<file path="src/rtl/eepm_pkg.sv">
package eepm_pkg;
    typedef logic [7:0] byte_t;

    typedef enum logic [1:0] {
        ST_IDLE = 2'd0,
        ST_LOAD = 2'd1,
        ST_PROG = 2'd2
    } eepm_state_t;

    // Status view of a byte while its page is being programmed
    function automatic byte_t poll_view(input byte_t d);
        return {~d[7], d[6:0]};
    endfunction
endpackage

</file>
<file path="src/rtl/eepm_strobe.sv">
module eepm_strobe
    import eepm_pkg::*;
#(
    parameter int ADDR_W    = 10,
    parameter int MIN_PULSE = 2
) (
    input  logic              clk,
    input  logic              rst,
    input  logic              ce_n,
    input  logic              we_n,
    input  logic              oe_n,
    input  logic              supply_ok,
    input  logic              busy,
    input  logic [ADDR_W-1:0] addr,
    input  byte_t             din,
    output logic              wr_act,
    output logic              ld_vld,
    output logic [ADDR_W-1:0] ld_addr,
    output byte_t             ld_data
);
    localparam int LW = $clog2(MIN_PULSE + 1);

    logic          act_q;
    logic          spoil_q;
    logic [LW-1:0] len_q;
    logic          hazard;

    assign wr_act = ~ce_n & ~we_n;
    assign hazard = ~oe_n | ~supply_ok | busy;

    always_ff @(posedge clk) begin
        if (rst) begin
            act_q   <= 1'b0;
            spoil_q <= 1'b0;
            len_q   <= '0;
            ld_addr <= '0;
            ld_data <= '0;
        end else begin
            act_q <= wr_act;
            if (wr_act) begin
                ld_data <= din;
                if (!act_q) begin
                    ld_addr <= addr;
                    len_q   <= LW'(1);
                    spoil_q <= hazard;
                end else begin
                    if (len_q != LW'(MIN_PULSE)) len_q <= len_q + LW'(1);
                    spoil_q <= spoil_q | hazard;
                end
            end
        end
    end

    // Byte accepted in the first sampled cycle after the strobe ends
    assign ld_vld = ~wr_act & act_q & ~spoil_q & ~busy & (len_q >= LW'(MIN_PULSE));
endmodule

</file>
<file path="config.mk">
export PLATFORM = sky130hd
export DESIGN_NAME = eepm_strobe
export DESIGN_NICKNAME = d
export VERILOG_FILES = /design/src/rtl/eepm_pkg.sv /design/src/rtl/eepm_strobe.sv
export SDC_FILE = /design/constraint.sdc
export NUM_CORES = 1
export LEC_CHECK = 0
export ABC_AREA = 1
export ABC_CLOCK_PERIOD_IN_PS = 1070
export BUFFER_PORTS_ARGS = -buffer_cell sky130_fd_sc_hd__buf_2
export CAP_MARGIN = 25
export CORE_AREA = 2 2 52 54
export DETAILED_ROUTE_END_ITERATION = 16
export DIE_AREA = 0 0 54 56
export GPL_TIMING_DRIVEN = 0
export HOLD_SLACK_MARGIN = 0.1
export PLACE_DENSITY_LB_ADDON = 0.05
export SETUP_SLACK_MARGIN = 0.2
export SLEW_MARGIN = 10
export SYNTH_ARGS = -nofsm -noshare
export SYNTH_HDL_FRONTEND = slang
export SYNTH_SLANG_ARGS = --single-unit
</file>
<file path="constraint.sdc">
create_clock -name clk -period 1.07 [get_ports clk]
set_clock_uncertainty 0.2 [all_clocks]
set_input_delay 0.1605 -clock clk [delete_from_list [all_inputs] [get_ports clk]]
set_output_delay 0.1605 -clock clk [all_outputs]
set_load 0.05 [all_outputs]
</file>
After elaboration in Yosys (flattened, before gate mapping)
Index checks and enable logic that the tools add are counted.

storage, ports and cells
  input bits = 25
  output and inout port bits = 20
  register bits after elaboration = 22
  logic and storage cells = 30

operators by class
  $lt $le $gt $ge = 1
  add/sub/neg operators = 1
  bitwise operators = 16
  reductions and logical operators = 2
  mux-type cells = 3
  equality and inequality tests = 2

operators with widths
  cell                 number
  $not 1->1            8
  $and 1x1->1          5
  $mux 2               2
  $reduce_and 2->1     2
  $or 1x1->1           3
  $add 2x1->2 const B  1
  $ge 2x2->1 const B   1
  $ne 2x1->1 const B   1
  $ne 2x2->1 const B   1
  $mux 1               1

Longest topological paths before layout
  depth in word-level cells = 7
  mapped depth = 7

Least setup slack after synthesis
Ideal clock, no wire load.

  path type = register -> output
  start point = register act_q
  end point = output ld_vld
  data arrival time = 1,337 ps
  setup slack = -627 ps
  required time = 709 ps
  stages on the path, launching flop included = 6
  cell sequence = dfxtp_1 inv_1 buf_6 nor2_1 nand2_1 nor2_1

between the ends
  cells in the longest elaborated chain, start to end = 4

RTL lines
  what                      line               text
  from (decl)               eepm_strobe.sv:23  logic act_q;
  from (signal assigned)    eepm_strobe.sv:39  act_q <= wr_act;
  $and 1x1->1 (4 in a row)  eepm_strobe.sv:55  assign ld_vld = ~wr_act & act_q & ~spoil_q & ~busy & (len_q >= LW'(MIN_PULSE));
  to (decl)                 eepm_strobe.sv:17  output logic ld_vld,

Every way passes these cells.

Final worst setup path
  start point = register len_q[0]
  end point = output ld_vld

between the ends
  cells in the longest elaborated chain, start to end = 2

RTL lines
  what                    line               text
  from (decl)             eepm_strobe.sv:25  logic [LW-1:0] len_q;
  from (signal assigned)  eepm_strobe.sv:47  if (len_q != LW'(MIN_PULSE)) len_q <= len_q + LW'(1);
  $ge 2x2->1              eepm_strobe.sv:55
  $and 1x1->1             eepm_strobe.sv:55

Every way passes these cells.

==> flow_summary.toml <==
[outcome]
status = "complete, but fails checks"
violations = "hold timing, setup timing"

[floorplanning]
dieArea_um2 = 3024
rows = 18
die_w_um = 54
die_y_um = 56
initial_utilization_pct = 38.22
ios = 45
core_area_um2 = 2432

[logic_synthesis]
synth_area_um2 = 929.6
ys_top_cells_by_area = "dfxtp_1, nor2_1, nand3b_1"
yosysTopAreaCellShare_pct = 47.38
ys_ff_latch = 22
syn_nets = 148
yosys.area.top_type = "dfxtp_1"
syn_area_per_cell_um2 = 7.620
synth_cells = 122
yosysSeqAreaShare_pct = 47.38
synth_cell_types = 17
yosysWarnings = 0

[sta]
setup_viol = 30
fin_crit_ns = 1.567
worstMarginPinSlew_ns = 0.2433
hold_viol = 20
period_share_pct = 146.5
grt_setup_unrepaired = "true"
drv_slew = 0
setup_tns_ns = -3.364
maxSlewHeadroom_pct = 83.73
whs_ns = -0.1593
finalWorstSetupSlack_ns = -0.4974
fmax_ghz = 0.6380

[pwr]
max-vdd-ir-drop_v = 0.0008137
p_leak_nw = 0.7858
power.density_nw_per_um2 = 1159

[worst_setup_path]
r2r_end = "len_q[0]"
reg2reg_depth = 7
critical_path_class = "flip-flop to output pin"
rrSetupSlack_ns = -0.15
critical_path.startpoint_type = "flip-flop"
cp_max_fo = 3
cp.arrival_ns = 1.21
cp-end-kind = "output pin"
required_ns = 0.71
r2r-start = "len_q[0]"

[worst_hold_path]
hold_path_depth = 2
min_from = "rst"
worstHoldEndpoint = "len_q[0]"
hold_class = "input port to flip-flop"

[detailed_routing]
ant_nets = 0
vias = 1003
wl_mm = 2.542
viasPerCell = 4.731
drt_iter0_drc = 5
routedWlPerCell_um = 11.99
drt_pre_antenna_iters = 4
drc = 0

[layout]
fillers = 202
synthToLayoutAreaGrowth_pct = 81.02
fin_nets = 209
layout-drive-gt1-share_pct = 58.24
seqCellArea_um2 = 474.2
insertedDiodeCount = 0
fin_area_um2 = 1683
multiInputGateArea_um2 = 503.0

[cts]
cts.sinks = 22
clk_latency_ns = 0.31
clk_path_buf_depth = 2
htree_levels = 1
root_buffer = "clkbuf_4"
clkSlewWorstSetupHoldPaths_ns = 0.12
cts_tree = "built"
numCtsBuffers = 3

[global_routing]
track_usage_pct = 17.67
grt_overflow = 0
grt_pass1_vias = 994
grt_pass1_wl_mm = 3.995
grt_max_degree = 13
antenna_found_initial = 0

[place]
portBuffers = 44
gp_congestion = 0.6756
dpl-instance-area_um2 = 1234
hpwl_mm = 1.594
dpl_worst_slack_ns = -0.3429

[flow_run]
timing.max_cap.violations = 0
-- per-stage QoR --
step / utilization (%) / instances / power, W
5_1_grt: 69.19 / 212 / 0.002046
4_1_cts: 62.91 / 208 / 0.001897
6_report: 69.19 / 212 / 0.001951
2_1_floorplan: - / 122 / 0.001241
3_3_place_gp: 50.72 / 196 / 0.001353
3_5_place_dp: 50.72 / 196 / 0.001363
-- critical path: stages (launching register included) --
cell	delay (ns)
dfxtp_2	0.36
inv_2	0.04
ha_4	0.16
o21ai_4	0.13
nor2_4	0.05
buf_6	0.14
-- repair_timing --
action                                 4_1_cts  5_1_grt
resized for setup                           63       28
cloned                                       1        1
setup buffers                                7        3
endpoints found under the hold margin       21       21
setup endpoints to repair                   33       34
pin swaps                                    9       12
-- logic make-up after synthesis --
group	share of synthesized area (%)
AOI/OAI and AO/OA	6.864
and+or+nand+nor	36.88
adders and majority gates	1.346
buffers and inverters	7.535
DFF	47.38
-- cells in the mapped netlist --
library cell,n
a21oi_1,2
a21oi_2,1
buf_2,1
buf_6,3
clkinv_2,1
dfxtp_1,22
ha_1,1
inv_1,6
inv_2,1
nand2_1,18
nand2_2,3
nand3_1,2
nand3_2,1
nand3b_1,10
nor2_1,40
nor2_4,1
o21ai_0,9
-- cell type report --
type	instances	area share [%]
buffer	4	3.048
timing repair buffer	55	32.49
clock buffer	4	1.561
sequential	22	28.18
inverter	8	2.230
tap	30	2.230
multi-input combinational	88	29.89
timing repair inverter	1	0.3717
-- per-layer routing --
metal	track usage [%]	vias to the layer above	part of all wire, %
met4	6.429	0	1.4
met1	19.01	468	39
met3	3.226	4	5.6
met2	32.58	29	54
met5	0	-	0
li1	-	502	-
-- layout by cell type, fill, tap and decap left out, drive strengths merged --
| master | n |
|---|---|
| inv | 9 |
| nand2 | 21 |
| nand3b | 10 |
| ha | 1 |
| a21oi | 3 |
| nand3 | 3 |
| buf | 58 |
| dfxtp | 22 |
| clkbuf | 5 |
| o21ai | 9 |
| nor2 | 41 |
-- report_power, final --
part	leakage, nW	internal, W	switching, W
clock network	0.0150	0.000146	0.000257
registers	0.190	0.000880	0.0000477
logic	0.581	0.000286	0.000335
total	0.786	0.00131	0.000639
-- state kept, by name, summed over array words and instances (netlist names) --
signal / flops
ld_addr: 10
ld_data: 8
act_q: 1
spoil_q: 1
len_q: 2
-- how the worst max path moves through the flow --
stage | startpoint | endpoint
finish | len_q[0] | ld_vld
global route | act_q | ld_vld
global placement | len_q[0] | ld_vld
detailed placement | len_q[0] | ld_vld
CTS | len_q[0] | ld_vld
floorplan | act_q | ld_vld
(Power assumes the default switching activity.)
